==> src/rtl/swseq_pkg.sv <==
package swseq_pkg;
  localparam int BYTE_W = 8;
  typedef enum logic [2:0] {
    S_IDLE, S_PREP, S_FETCH, S_LOW, S_HIGH, S_PUSH, S_DONE
  } swseq_st_e;
endpackage

==> src/rtl/swseq_tick.sv <==
module swseq_tick #(
  parameter int DIV_W = 16
) (
  input  logic             clk_i,
  input  logic             rst_ni,
  input  logic             load_i,
  input  logic [DIV_W-1:0] div_i,
  output logic             expired_o
);
  logic [DIV_W-1:0] cnt_q;

  always_ff @(posedge clk_i or negedge rst_ni) begin
    if (!rst_ni)             cnt_q <= '0;
    else if (load_i)         cnt_q <= div_i;
    else if (cnt_q != '0)    cnt_q <= cnt_q - 1'b1;
  end

  assign expired_o = (cnt_q == '0);
endmodule

==> src/rtl/swseq_rxpack.sv <==
module swseq_rxpack #(
  parameter int W  = 8,
  localparam int PW = $clog2(W)
) (
  input  logic          clk_i,
  input  logic          rst_ni,
  input  logic          shift_i,
  input  logic          bit_i,
  input  logic [PW-1:0] fill_i,   // bits in current byte, 0 = full
  output logic [W-1:0]  data_o
);
  logic [W-1:0]  sr_q;
  logic [PW-1:0] sh;

  always_ff @(posedge clk_i or negedge rst_ni) begin
    if (!rst_ni)      sr_q <= '0;
    else if (shift_i) sr_q <= {bit_i, sr_q[W-1:1]};
  end

  // W is a power of two: W - fill wraps to 0 for a full byte
  assign sh     = PW'(0) - fill_i;
  assign data_o = sr_q >> sh;
endmodule

==> src/rtl/swd_seq_shifter.sv <==
module swd_seq_shifter
  import swseq_pkg::*;
#(
  parameter int CNT_W   = 32,
  parameter int DIV_W   = 16,
  parameter int SHORT_W = 6
) (
  input  logic             clk_i,
  input  logic             rst_ni,
  input  logic             start_i,
  input  logic             short_mode_i,
  input  logic             capture_i,
  input  logic [CNT_W-1:0] count_i,
  input  logic [DIV_W-1:0] div_i,
  input  logic [7:0]       tx_data_i,
  input  logic             tx_valid_i,
  output logic             tx_ready_o,
  output logic [7:0]       rx_data_o,
  output logic             rx_valid_o,
  input  logic             rx_ready_i,
  output logic             swclk_o,
  output logic             swdio_o,
  output logic             swdio_oe_o,
  input  logic             swdio_i,
  output logic             busy_o,
  output logic             done_o
);
  localparam int PW        = $clog2(BYTE_W);
  localparam int SHORT_MAX = 1 << SHORT_W;

  swseq_st_e        st_q;
  logic [CNT_W-1:0] remain_q, nbits;
  logic [PW-1:0]    pos_q;
  logic [7:0]       tx_sr_q;
  logic [DIV_W-1:0] div_q;
  logic             cap_q, clk_q, dio_q, oe_q;
  logic             expired, load, need_byte, last_bit, rx_shift;

  always_comb begin
    if (short_mode_i)
      nbits = (count_i[SHORT_W-1:0] == '0) ? CNT_W'(SHORT_MAX)
                                           : CNT_W'(count_i[SHORT_W-1:0]);
    else
      nbits = count_i;
  end

  assign need_byte = !cap_q && (pos_q == '0);
  assign last_bit  = (remain_q == CNT_W'(1));
  assign load      = (st_q == S_PREP && !need_byte) ||
                     (st_q == S_FETCH && tx_valid_i) ||
                     (st_q == S_LOW && expired);
  assign rx_shift  = (st_q == S_LOW) && expired && cap_q;

  swseq_tick #(.DIV_W(DIV_W)) u_tick (
    .clk_i     (clk_i),
    .rst_ni    (rst_ni),
    .load_i    (load),
    .div_i     (div_q),
    .expired_o (expired)
  );

  swseq_rxpack #(.W(BYTE_W)) u_rx (
    .clk_i   (clk_i),
    .rst_ni  (rst_ni),
    .shift_i (rx_shift),
    .bit_i   (swdio_i),
    .fill_i  (pos_q),
    .data_o  (rx_data_o)
  );

  always_ff @(posedge clk_i or negedge rst_ni) begin
    if (!rst_ni) begin
      st_q     <= S_IDLE;
      remain_q <= '0;
      pos_q    <= '0;
      tx_sr_q  <= '0;
      div_q    <= '0;
      cap_q    <= 1'b0;
      clk_q    <= 1'b1;
      dio_q    <= 1'b1;
      oe_q     <= 1'b1;
    end else begin
      unique case (st_q)
        S_IDLE: if (start_i) begin
          remain_q <= nbits;
          pos_q    <= '0;
          div_q    <= div_i;
          cap_q    <= short_mode_i && capture_i;
          oe_q     <= !(short_mode_i && capture_i);
          st_q     <= (nbits == '0) ? S_DONE : S_PREP;
        end
        S_PREP: begin
          if (need_byte) st_q <= S_FETCH;
          else begin
            clk_q <= 1'b0;
            if (!cap_q) dio_q <= tx_sr_q[0];
            st_q  <= S_LOW;
          end
        end
        S_FETCH: if (tx_valid_i) begin
          tx_sr_q <= tx_data_i;
          clk_q   <= 1'b0;
          dio_q   <= tx_data_i[0];
          st_q    <= S_LOW;
        end
        S_LOW: if (expired) begin
          clk_q <= 1'b1;
          st_q  <= S_HIGH;
        end
        S_HIGH: if (expired) begin
          remain_q <= remain_q - 1'b1;
          pos_q    <= pos_q + 1'b1;
          tx_sr_q  <= tx_sr_q >> 1;
          if (cap_q && (pos_q == PW'(BYTE_W-1) || last_bit)) st_q <= S_PUSH;
          else if (last_bit)                                 st_q <= S_DONE;
          else                                               st_q <= S_PREP;
        end
        S_PUSH: if (rx_ready_i)
          st_q <= (remain_q == '0) ? S_DONE : S_PREP;
        S_DONE: begin
          oe_q <= 1'b1;
          st_q <= S_IDLE;
        end
        default: st_q <= S_IDLE;
      endcase
    end
  end

  assign tx_ready_o = (st_q == S_FETCH);
  assign rx_valid_o = (st_q == S_PUSH);
  assign busy_o     = (st_q != S_IDLE) && (st_q != S_DONE);
  assign done_o     = (st_q == S_DONE);
  assign swclk_o    = clk_q;
  assign swdio_o    = dio_q;
  assign swdio_oe_o = oe_q;
endmodule

==> config.mk <==
export PLATFORM = sky130hd
export DESIGN_NAME = swd_seq_shifter
export DESIGN_NICKNAME = d
export VERILOG_FILES = /design/src/rtl/swseq_pkg.sv /design/src/rtl/swseq_tick.sv /design/src/rtl/swseq_rxpack.sv /design/src/rtl/swd_seq_shifter.sv
export SDC_FILE = /design/constraint.sdc
export NUM_CORES = 1
export LEC_CHECK = 0
export BUFFER_PORTS_ARGS = -buffer_cell sky130_fd_sc_hd__buf_2
export CAP_MARGIN = 30
export CORE_ASPECT_RATIO = 1.4
export CORE_MARGIN = 1
export CORE_UTILIZATION = 55
export DETAILED_ROUTE_END_ITERATION = 10
export PLACE_DENSITY_LB_ADDON = 0.12
export SLEW_MARGIN = 25
export SYNTH_ARGS = -nofsm -noshare
export SYNTH_HDL_FRONTEND = slang
export SYNTH_SLANG_ARGS = --single-unit
==> constraint.sdc <==
create_clock -name clk_i -period 6.3 [get_ports clk_i]
set_input_delay 0.945 -clock clk_i [delete_from_list [all_inputs] [get_ports clk_i]]
set_output_delay 0.945 -clock clk_i [all_outputs]
set_load 0.01 [all_outputs]
==> flow_summary.toml <==
[setup_path]
crit_path_max_incr_delay_ns = 0.59
cp-end-kind = "primary output"
arrival_ns = 2.59
setup.worst_path.start = "pos_q[0]$_DFFE_PN0P_"
cp_max_fo = 13
timing.rr.start = "remain_q[0]$_DFFE_PN0P_"
r2r_cells = 8
r2r_end = "remain_q[28]$_DFFE_PN0P_"
cpMaxStageDelayCell = "dfrtp_1"
reg2reg_slack_ns = 3.52
worstSetupPathType = "flop to primary output"
crit_chain = "inv_1 > ha_1 > mux4_2 > mux2_2 > buf_2"
worstPathRequired_ns = 5.35
worst_setup_path_start_kind = "flop"

[route]
num_vias = 4989
vias_per_cell = 6.12
drtAntennaViolNets = 0
first_iter_violations = 394
drt_wl_total_um = 13400
firstDrtPassIters = 5
post-route-drc-count = 0
wl_per_cell_um = 16.5

[yosys]
synthTopCellsByArea = "dfrtp_1 41%, nand2_1 7.4%, a21oi_1 4.8%"
synth-simple-area-share_pct = 25.4
yosysTopAreaCell = "dfrtp_1"
synth.distinct_cells = 61
syn_avg_cell_area_um2 = 8.36
synth_compound_area_share_pct = 20.4
synth.most_common_cell = "nand2_1"
synth_edf_count = 0
synth_top_area_share_pct = 41.0
synth_fa_ha_area_share_pct = 1.65
yosysWarnings = 0
synthMuxAreaShare_pct = 5.47
synth_top_family_by_area = "simple AND/OR/NAND/NOR gates"
seq_area_frac_synth_pct = 42.5
synthArstFlopShare_pct = 100
synth_seq_cells = 90
synth_top_flop_cell = "dfrtp_1"
syn-num-nets = 706
synth_area_um2 = 5310
synthXorXnorAreaFrac_pct = 0.990
synth_common_cells = "105 x nand2_1, 87 x dfrtp_1, 60 x nor2_1"
netlist_instances = 635

[clocking]
cts_tree = "yes"
cts.sinks = 90
numCtsBuffers = 9
cts.htree.levels = 3
postCtsSetupRepairBufs = 0
clock_path_buffers = 2
clk_pin_slew_worst_paths_ns = 0.06
ctsHoldBuffers = 0
insertion_delay_ns = 0.34
cts_root_buf = "clkbuf_16"
ctsResizeCount = 0

[power]
max-vdd-ir-drop_mv = 0.271
p_per_area_nw_per_um2 = 411
p_total_mw = 2.52
p_leak_nw = 2.72

[finish]
drive_above_1_share_pct = 16.9
fill_cells = 799
fin_cells = 815
final_core_util_pct = 65.0
seq_area_um2 = 2260
area_growth_pct = 15.2
fin_nets = 771
design_area_um2 = 6120
multi_input_area_um2 = 2880

[worst_hold_path]
min_delay_worst_endpoint = "div_q[5]$_DFFE_PN0P_"
hp-start = "div_q[5]$_DFFE_PN0P_"
min_path_cells = 2
hold_class = "flop to flop"

[sta]
timing.final.ws_setup_ns = 2.77
whs_ns = 0.475
tightestPinTransition_ns = 0.840
skew_ns = 0.00630
hold_violations = 0
slew-limit-headroom_pct = 44.0
rsz0062_at_grt = "false"
fmax_mhz = 283
fin_tns_setup_ns = 0
slew_viol_final = 0
setup_viol = 0
period_share_pct = 56.1
period_minus_slack_ns = 3.53

[global_route]
grt_overflow = 0
grt_usage_pct = 27.4
grt_pass1_wl_um = 22100
grt_max_degree = 50
antenna_found_initial = 1
grt_pass1_vias = 4775

[run]
drv_cap = 0

[floorplan]
core_um2 = 9410
start_util_pct = 56.5
fp.dieW_um = 85.0
row_count = 42
die-height_um = 118
die_area_um2 = 10100
io_pins = 79

[placed_design]
port_buffers = 78
gp_congestion = 0.906
place_area_um2 = 5800
place_inst = 798
place_ws_ns = 3.13
post-dp-hpwl_um = 9630

[run_status]
status = "complete, no violations"
## power by group
| part | switching (mW) | internal, mW |
|---|---|---|
| Clock | 0.214 | 0.315 |
| Combinational | 0.543 | 0.391 |
| Sequential | 0.242 | 0.811 |
## state kept, by name (all words and copies together), names as in the netlist
| name | count |
|---|---|
| remain_q | 32 |
| div_q | 16 |
| u_tick.cnt_q | 16 |
| tx_sr_q | 8 |
| u_rx.sr_q | 8 |
| pos_q | 3 |
| st_q | 3 |
| cap_q | 1 |
| swclk_o | 1 |
| swdio_o | 1 |
| swdio_oe_o | 1 |
## layout by cell type, fill, tap and decap left out, drive strengths merged, types with 4 or more instances in the layout
master   instances
or3              7
nor2            60
a22oi            6
mux2            12
o2bb2ai          4
clkbuf          12
a22o             5
buf             85
nand2b           7
xnor2            5
inv             20
o31ai            4
o22ai            4
mux2i           11
nand3           13
nor3            29
dfrtp           87
and2             7
nor4            19
a21oi           51
a211oi           4
o22a             6
nand4            6
o21ai           63
nor4b            5
a32oi            5
ha               7
nor2b            5
a31oi            9
nand2          105
## layout make-up
type,instances,area share [%]
Timing Repair Buffer,85,7.86
Clock inverter,3,0.655
Multi-Input combinational cell,494,47.1
Tap cell,110,2.25
Antenna cell,1,0.0409
Inverter,20,1.23
Sequential cell,90,36.9
Clock buffer,12,4.03
## worst max path at each step
stage,end,slack [ns]
after floorplan,rx_data_o[2],3.40
after global placement,rx_data_o[0],3.21
after detailed placement,rx_data_o[0],3.13
after CTS,rx_data_o[0],2.77
after global routing,rx_data_o[0],2.64
final,rx_data_o[0],2.77
## logic make-up (layout without fill, tap and decap cells)
family	Yosys count	in the layout
AO/OA/AOI/OAI	179	179
flip-flops	90	90
AND/OR/NAND/NOR	277	277
buffers and inverters	51	120
multiplexers	25	25
other	0	1
XOR/XNOR	6	6
adder cells (fa/ha/maj)	7	7
## critical path: cells and delay by family, from the launching register on
family	cells	cell delay [ns]
buf+inv	2	0.28
fa+ha+maj	1	0.54
flops	1	0.59
mux	2	0.84
## per-layer routing
layer  part of all wire (%)  vias up  track usage, %  routed length (um)
met5                      0        -               0                   0
met4                    2.0        0            10.4                 272
met3                    5.0       23            4.19                 676
met2                     51      182            47.4                6860
met1                     42     2360            34.3                5630
li1                       -     2424               -                   -
(Power assumes the default switching activity.)
